===== src/rtl/bxcv_pkg.sv =====
package bxcv_pkg;
  typedef enum logic {
    SRC_LIVE = 1'b0,
    SRC_HELD = 1'b1
  } src_e;

  localparam int unsigned LANES = 2;
  localparam int unsigned LANE_AB = 0;
  localparam int unsigned LANE_BA = 1;
endpackage


===== src/rtl/bxcv_edge.sv =====
module bxcv_edge (
  input  logic clk,
  input  logic strobe,
  output logic rise
);
  logic prev_q;

  // follows the strobe in every cycle, reset included, so a rise is
  // always judged against the preceding sample
  always_ff @(posedge clk) begin
    prev_q <= strobe;
  end

  assign rise = strobe & ~prev_q;
endmodule


===== src/rtl/bxcv_store.sv =====
module bxcv_store #(
  parameter int unsigned W = 18
) (
  input  logic         clk,
  input  logic         rst,
  input  logic         load,
  input  logic [W-1:0] d,
  output logic [W-1:0] q
);
  always_ff @(posedge clk) begin
    if (rst) begin
      q <= '0;
    end else if (load) begin
      q <= d;
    end
  end
endmodule


===== src/rtl/bxcv_lane.sv =====
module bxcv_lane
  import bxcv_pkg::*;
#(
  parameter int unsigned W = 18
) (
  input  logic         clk,
  input  logic         rst,
  input  logic         inh,
  input  logic         cap,
  input  logic         sel,
  input  logic [W-1:0] din,
  output logic [W-1:0] dout
);
  logic         rise;
  logic         load;
  logic [W-1:0] held;
  src_e         src;

  bxcv_edge u_edge (
    .clk    (clk),
    .strobe (cap),
    .rise   (rise)
  );

  assign load = rise & ~inh;

  bxcv_store #(.W(W)) u_store (
    .clk  (clk),
    .rst  (rst),
    .load (load),
    .d    (din),
    .q    (held)
  );

  assign src = src_e'(sel);

  always_comb begin
    unique case (src)
      SRC_HELD: dout = held;
      default:  dout = din;
    endcase
  end
endmodule


===== src/rtl/bxcv_dirctl.sv =====
module bxcv_dirctl (
  input  logic inh,
  input  logic oe_n,
  input  logic dir,
  output logic a_en,
  output logic b_en
);
  logic active;

  assign active = ~inh & ~oe_n;
  assign b_en   = active & dir;
  assign a_en   = active & ~dir;
endmodule


===== src/rtl/bus_xcvr.sv =====
module bus_xcvr
  import bxcv_pkg::*;
#(
  parameter int unsigned W = 18
) (
  input  logic         clk,
  input  logic         rst,
  input  logic         test_inh,
  input  logic         oe_n,
  input  logic         dir,
  input  logic         cap_ab,
  input  logic         cap_ba,
  input  logic         sel_ab,
  input  logic         sel_ba,
  input  logic [W-1:0] a_in,
  input  logic [W-1:0] b_in,
  output logic [W-1:0] a_out,
  output logic         a_oe,
  output logic [W-1:0] b_out,
  output logic         b_oe
);
  logic [LANES-1:0]        lane_cap;
  logic [LANES-1:0]        lane_sel;
  logic [LANES-1:0][W-1:0] lane_in;
  logic [LANES-1:0][W-1:0] lane_out;

  assign lane_cap[LANE_AB] = cap_ab;
  assign lane_cap[LANE_BA] = cap_ba;
  assign lane_sel[LANE_AB] = sel_ab;
  assign lane_sel[LANE_BA] = sel_ba;
  assign lane_in[LANE_AB]  = a_in;
  assign lane_in[LANE_BA]  = b_in;

  for (genvar g = 0; g < LANES; g++) begin : g_lane
    bxcv_lane #(.W(W)) u_lane (
      .clk  (clk),
      .rst  (rst),
      .inh  (test_inh),
      .cap  (lane_cap[g]),
      .sel  (lane_sel[g]),
      .din  (lane_in[g]),
      .dout (lane_out[g])
    );
  end

  assign b_out = lane_out[LANE_AB];
  assign a_out = lane_out[LANE_BA];

  bxcv_dirctl u_dirctl (
    .inh  (test_inh),
    .oe_n (oe_n),
    .dir  (dir),
    .a_en (a_oe),
    .b_en (b_oe)
  );
endmodule


===== config.mk =====
export PLATFORM = sky130hd
export DESIGN_NAME = bus_xcvr
export DESIGN_NICKNAME = d
export VERILOG_FILES = /design/src/rtl/bxcv_pkg.sv /design/src/rtl/bxcv_edge.sv /design/src/rtl/bxcv_store.sv /design/src/rtl/bxcv_lane.sv /design/src/rtl/bxcv_dirctl.sv /design/src/rtl/bus_xcvr.sv
export SDC_FILE = /design/constraint.sdc
export NUM_CORES = 1
export LEC_CHECK = 0
export ABC_CLOCK_PERIOD_IN_PS = 1400
export BUFFER_PORTS_ARGS = -buffer_cell sky130_fd_sc_hd__buf_2
export CAP_MARGIN = 5
export CORE_AREA = 4 4 71 73
export DETAILED_ROUTE_END_ITERATION = 8
export DIE_AREA = 0 0 75 77
export PLACE_DENSITY = 0.8
export SYNTH_ARGS = -nofsm -noshare
export SYNTH_HDL_FRONTEND = slang
export SYNTH_SLANG_ARGS = --single-unit
export TNS_END_PERCENT = 1

===== constraint.sdc =====
create_clock -name clk -period 1.4 [get_ports clk]
set_clock_uncertainty 0.15 [all_clocks]
set_input_delay 0.07 -clock clk [delete_from_list [all_inputs] [get_ports clk]]
set_output_delay 0.07 -clock clk [all_outputs]
set_load 0.03 [all_outputs]

Word-level counts from Yosys, hierarchy flattened

Index checks and enable logic that the tools add are counted.

Flip-flop bits (word level): 38
Input bits: 45
ROM bits: 0
Bits in writable memories: 0
Memories: 0
Output and inout bits: 38
Latch bits: 0
Word-level logic and storage cells: 18

$mul: 0
Mux-type cells: 2
Reduce and logical (&&, ||, !) cells: 0
Div/mod/pow operators: 0
Shift operators: 0
$add $sub $neg: 0
$lt $le $gt $ge: 0
Bitwise operators: 12
Equal/unequal tests: 0

Operator list:

| operator    | count |
|---|---|
| $mux 18     | 2 |
| $and 1x1->1 | 7 |
| $not 1->1   | 5 |

Depth between registers and ports, before layout

Depth after elaboration: 3
Gate-level depth with buffers: 4
Mapped depth without buffers: 2

By module

From an unflattened synthesis, not the netlist that was laid out.

Cells, all modules: 164
Area total of the unflattened synthesis: 1944.4 um^2

By module, submodules not included:

| module      | area each (um^2) | cells an instance | times used | sequential area each (um^2) |
|---|---|---|---|---|
| bxcv_store  | 649.4            | 58                | 2          | 360.3 |
| bxcv_lane   | 277.8            | 21                | 2          | 0.0 |
| bxcv_edge   | 33.8             | 2                 | 2          | 20.0 |
| bxcv_dirctl | 22.5             | 2                 | 1          | 0.0 |

Least setup slack after synthesis

OpenSTA, ideal clock, no wires.

Kind: register to register
Start: register g_lane[0].u_lane.u_edge.prev_q
End: register g_lane[0].u_lane.u_store.q[0]
Arrival: 917 ps
Slack: 261 ps
Stages on the path, launching flop included: 5
Required time: 1178 ps
Cells stage by stage: dfxtp_1 nor3b_2 buf_6 buf_12 mux2i_1

Longest elaborated chain between the ends: 3

RTL lines:

| element                  | line             | RTL |
|---|---|---|
| start: declaration       | bxcv_edge.sv:6   | `logic prev_q;` |
| start signal: assignment | bxcv_edge.sv:11  | `prev_q <= strobe;` |
| $not 1->1                | bxcv_edge.sv:14  | `assign rise = strobe & ~prev_q;` |
| $and 1x1->1              | bxcv_edge.sv:14  |  |
| $and 1x1->1              | bxcv_lane.sv:25  | `assign load = rise & ~inh;` |
| end signal: assignment   | bxcv_store.sv:12 | `q <= '0;` |
| end signal: assignment   | bxcv_store.sv:14 | `q <= d;` |
| end: declaration         | bxcv_store.sv:8  | `output logic [W-1:0] q` |

No other way between the ends.
A chain may end at the register's enable or synchronous reset.

Worst setup path after layout

Start: input port a_in[13]
End: output port b_out[13]

Longest elaborated chain between the ends: 1

RTL lines:

| element            | line            | RTL |
|---|---|---|
| start: declaration | bus_xcvr.sv:15  | `input logic [W-1:0] a_in,` |
| $mux 18            | bxcv_lane.sv:38 | `unique case (src)` |
| end: declaration   | bus_xcvr.sv:19  | `output logic [W-1:0] b_out,` |

No other way between the ends.

==> metrics.log <==
[metrics] core area: 4350 µm²
[metrics] area leader, netlist: sky130_fd_sc_hd__dfxtp_1
[metrics] sum of overflow across all layers after global routing: 0
[metrics] post-route core utilization: 71.9%
[metrics] wirelength, routed: 5030 µm
[metrics] CP Data Required Time: 1.18 ns
[metrics] count of state elements after synthesis: 38
[metrics] library cells used by synthesis: 12
[metrics] share of cells above drive strength 1: 40.8%
[metrics] H-Tree Level Count: 2
[metrics] CP Capture Type: primary output
[metrics] area of the multi-input gates: 1270 µm²
[metrics] io pins: 83
[metrics] Chip Width: 75 µm
[metrics] buffers inserted by post-CTS timing repair: 0
[metrics] met2 layer usage reported by global route: 32.0%
[metrics] maximum clock frequency: 720 MHz
[metrics] number of port buffers: 82
[metrics] total vias in the final route: 1772
[metrics] sinks on the clock net: 38
[metrics] number of standard-cell rows in the floorplan: 24
[metrics] sequential cell area: 761 µm²
[metrics] met1 usage in global routing: 18.8%
[metrics] Reg2Reg Depth: 3
[metrics] master cell of the clock root buffer: sky130_fd_sc_hd__clkbuf_8
[metrics] number of vias per cell: 4.78
[metrics] routability-driven placement congestion ratio: 0.695
[metrics] launching element type of the critical path: input port
[metrics] Static Leakage: 0.00137 µW
[metrics] crit path time final: 1.39 ns
[metrics] number of design rule violations left after detail routing: 0
[metrics] outcome: completed
[metrics] post-detailed-placement half-perimeter wirelength: 3020 µm
[metrics] worst setup margin: 0.0109 ns
[metrics] number of instances in the synthesized netlist: 202
[metrics] Worst Min Path Start: test_inh
[metrics] type of the worst setup path: in -> out
[metrics] initial antenna violation count: 0
[metrics] Worst EP arrival: 1.17 ns
[metrics] TritonCTS clock tree: built
[metrics] clock transition at the registers of the reported paths: 0.07 ns
[metrics] number of max-cap violations: 0
[metrics] Iteration-0 DRC Markers: 54
[metrics] syn nets: 247
[metrics] Routed Antenna Nets: 0
[metrics] proportion of netlist area held by the largest area contributor: 35.7%
[metrics] capture instance of the worst register-to-register path: g_lane[0].u_lane.u_store.q[7]$_SDFFE_PP0P_
[metrics] top area cells in the synthesized netlist: sky130_fd_sc_hd__dfxtp_1 36%, sky130_fd_sc_hd__nand2b_1 21%, sky130_fd_sc_hd__mux2_2 19%, sky130_fd_sc_hd__mux2i_1 17%, sky130_fd_sc_hd__buf_12 1.9%
[metrics] Most Used Layer, Global Route: met2
[metrics] final total power: 2520 µW
[metrics] Mapped Area: 2130 µm²
[metrics] register-to-register setup slack: 0.12 ns
[metrics] DIE HEIGHT: 77 µm
[metrics] worst relative slew slack: 80.5%
[metrics] total global-route track usage: 17.8%
[metrics] clock latency on the worst-skew pair: 0.28 ns
[metrics] area growth from synthesis to layout: 46.7%
[metrics] sequential share of the synthesized area: 35.7%
[metrics] number of pins exceeding their max-slew limit in the final report: 0
[metrics] Routed WL per cell: 13.6 µm
[metrics] maximum clock path buffer count: 2
[metrics] worst slack, placed: 0.144 ns
[metrics] Min-Delay Endpoint: g_lane[0].u_lane.u_store.q[16]$_SDFFE_PP0P_
[metrics] final period utilization: 99.2%
[metrics] cell count of the worst hold path: 3
[metrics] total CTS buffers: 5
[metrics] Least-Margin Pin Slew: 0.293 ns
[metrics] number of filler cells placed in the layout: 320
[metrics] count of inserted antenna diode cells: 0
[metrics] design area: 3130 µm²
[metrics] Detailed Routing Iterations Pass 1: 4
[metrics] met3 Use GR: 5.49%
[metrics] startpoint of the most critical setup path: a_in[13]
[metrics] Tightest Hold Check Type: in -> reg
[metrics] global-route wire length before repair: 8030 µm
[metrics] pin count of the biggest net entering global routing: 73
[metrics] origin of the critical flop-to-flop path: g_lane[0].u_lane.u_edge.prev_q$_DFF_P_
[metrics] vias in the first global route: 1858
[metrics] die area: 5780 µm²
[metrics] setup repair after global routing missed its margin: yes
[metrics] final hold slack: 0.0650 ns
[metrics] mean post-synth cell area: 10.6 µm²
[metrics] Starting Density: 49.0%
[metrics] net count reported at finish: 364
[metrics] maximum fanout along the worst path: 2
[metrics] peak supply drop: 0.000453 V
[metrics] endpoints failing hold: 0
[metrics] number of warning messages in the yosys log: 0
[metrics] final setup vio count: 0
[metrics] total power per unit cell area: 806 nW/µm²
[metrics] post-place instance area: 2600 µm²
metal layers:
layer / part of all wire (%) / vias up / wire length, µm
li1: - / 908 / -
met1: 40 / 807 / 2030
met2: 53 / 49 / 2670
met3: 4.5 / 8 / 224
met4: 2.2 / 0 / 112
met5: 0 / - / 0
worst max-delay path, stage by stage:
cell and delay [ns]:
sky130_fd_sc_hd__dlygate4sd3_1 0.53, sky130_fd_sc_hd__buf_2 0.13, sky130_fd_sc_hd__mux2_2 0.26, sky130_fd_sc_hd__buf_2 0.18
per-stage QoR:
| stage | instances | TNS [ns] |
|---|---|---|
| floorplan | 202 | 0 |
| global placement | 325 | 0 |
| detailed placement | 325 | 0 |
| CTS | 370 | 0 |
| global route | 371 | -0.131 |
| finish | 371 | 0 |
final cells by class:
cell class | count | share of cell area (%)
multi-input cells | 148 | 40.6
repair buffers | 126 | 30.6
flip-flops and latches | 38 | 24.3
clock buffers | 7 | 2.44
well taps | 52 | 2.08
cell families after synthesis:
family	after synthesis	share of synthesized area, %
muxes	72	35.9
and+or+nand+nor	76	22.9
DFF	38	35.7
buffers and inverters	16	5.57
cells in the mapped netlist:
| cell type | n |
|---|---|
| sky130_fd_sc_hd__buf_6 | 2 |
| sky130_fd_sc_hd__dfxtp_1 | 38 |
| sky130_fd_sc_hd__nor3b_2 | 2 |
| sky130_fd_sc_hd__nor3_1 | 1 |
| sky130_fd_sc_hd__mux2i_1 | 36 |
| sky130_fd_sc_hd__nor3b_1 | 1 |
| sky130_fd_sc_hd__buf_4 | 2 |
| sky130_fd_sc_hd__clkbuf_1 | 7 |
| sky130_fd_sc_hd__nand2b_1 | 72 |
| sky130_fd_sc_hd__buf_2 | 3 |
| sky130_fd_sc_hd__mux2_2 | 36 |
| sky130_fd_sc_hd__buf_12 | 2 |
power by group:
group | internal (µW) | switching (µW)
Clock | 343 | 346
Sequential | 1120 | 20.4
Combinational | 354 | 340
placed cells by master (no fill, tap or decap):
master and instances:
sky130_fd_sc_hd__buf_2 74, sky130_fd_sc_hd__nand2b_1 72, sky130_fd_sc_hd__dfxtp_1 38, sky130_fd_sc_hd__mux2i_1 36
sky130_fd_sc_hd__dlygate4sd3_1 36, sky130_fd_sc_hd__mux2_2 35, sky130_fd_sc_hd__buf_6 8, sky130_fd_sc_hd__clkbuf_8 5
sky130_fd_sc_hd__buf_12 5, sky130_fd_sc_hd__dlymetal6s4s_1 3, sky130_fd_sc_hd__nor3b_4 2, sky130_fd_sc_hd__clkbuf_1 2
sky130_fd_sc_hd__mux2_4 1, sky130_fd_sc_hd__nor3b_1 1, sky130_fd_sc_hd__nor3_1 1
sequential cells by signal, indices dropped and copies added (netlist names):
| name | flops |
|---|---|
| g_lane.u_lane.u_edge.prev_q | 2 |
| g_lane.u_lane.u_store.q | 36 |
repair_timing:
action,in CTS,in global routing
setup endpoints to repair,0,27
endpoints found under the hold margin,38,1
gates resized for setup,0,28
hold buffers,38,1
worst max path at each step:
stage,to,cells past startpoint,slack [ns]
finish,b_out[13],4,0.01
global route,b_out[9],4,-0.01
CTS,b_out[3],4,0.007
detailed placement,g_lane[0].u_lane.u_store.q[1]$_SDFFE_PP0P_,3,0.14
global placement,g_lane[0].u_lane.u_store.q[12]$_SDFFE_PP0P_,3,0.21
floorplan,g_lane[0].u_lane.u_store.q[0]$_SDFFE_PP0P_,4,0.26
No activity file was read; power rests on OpenSTA's default activity.
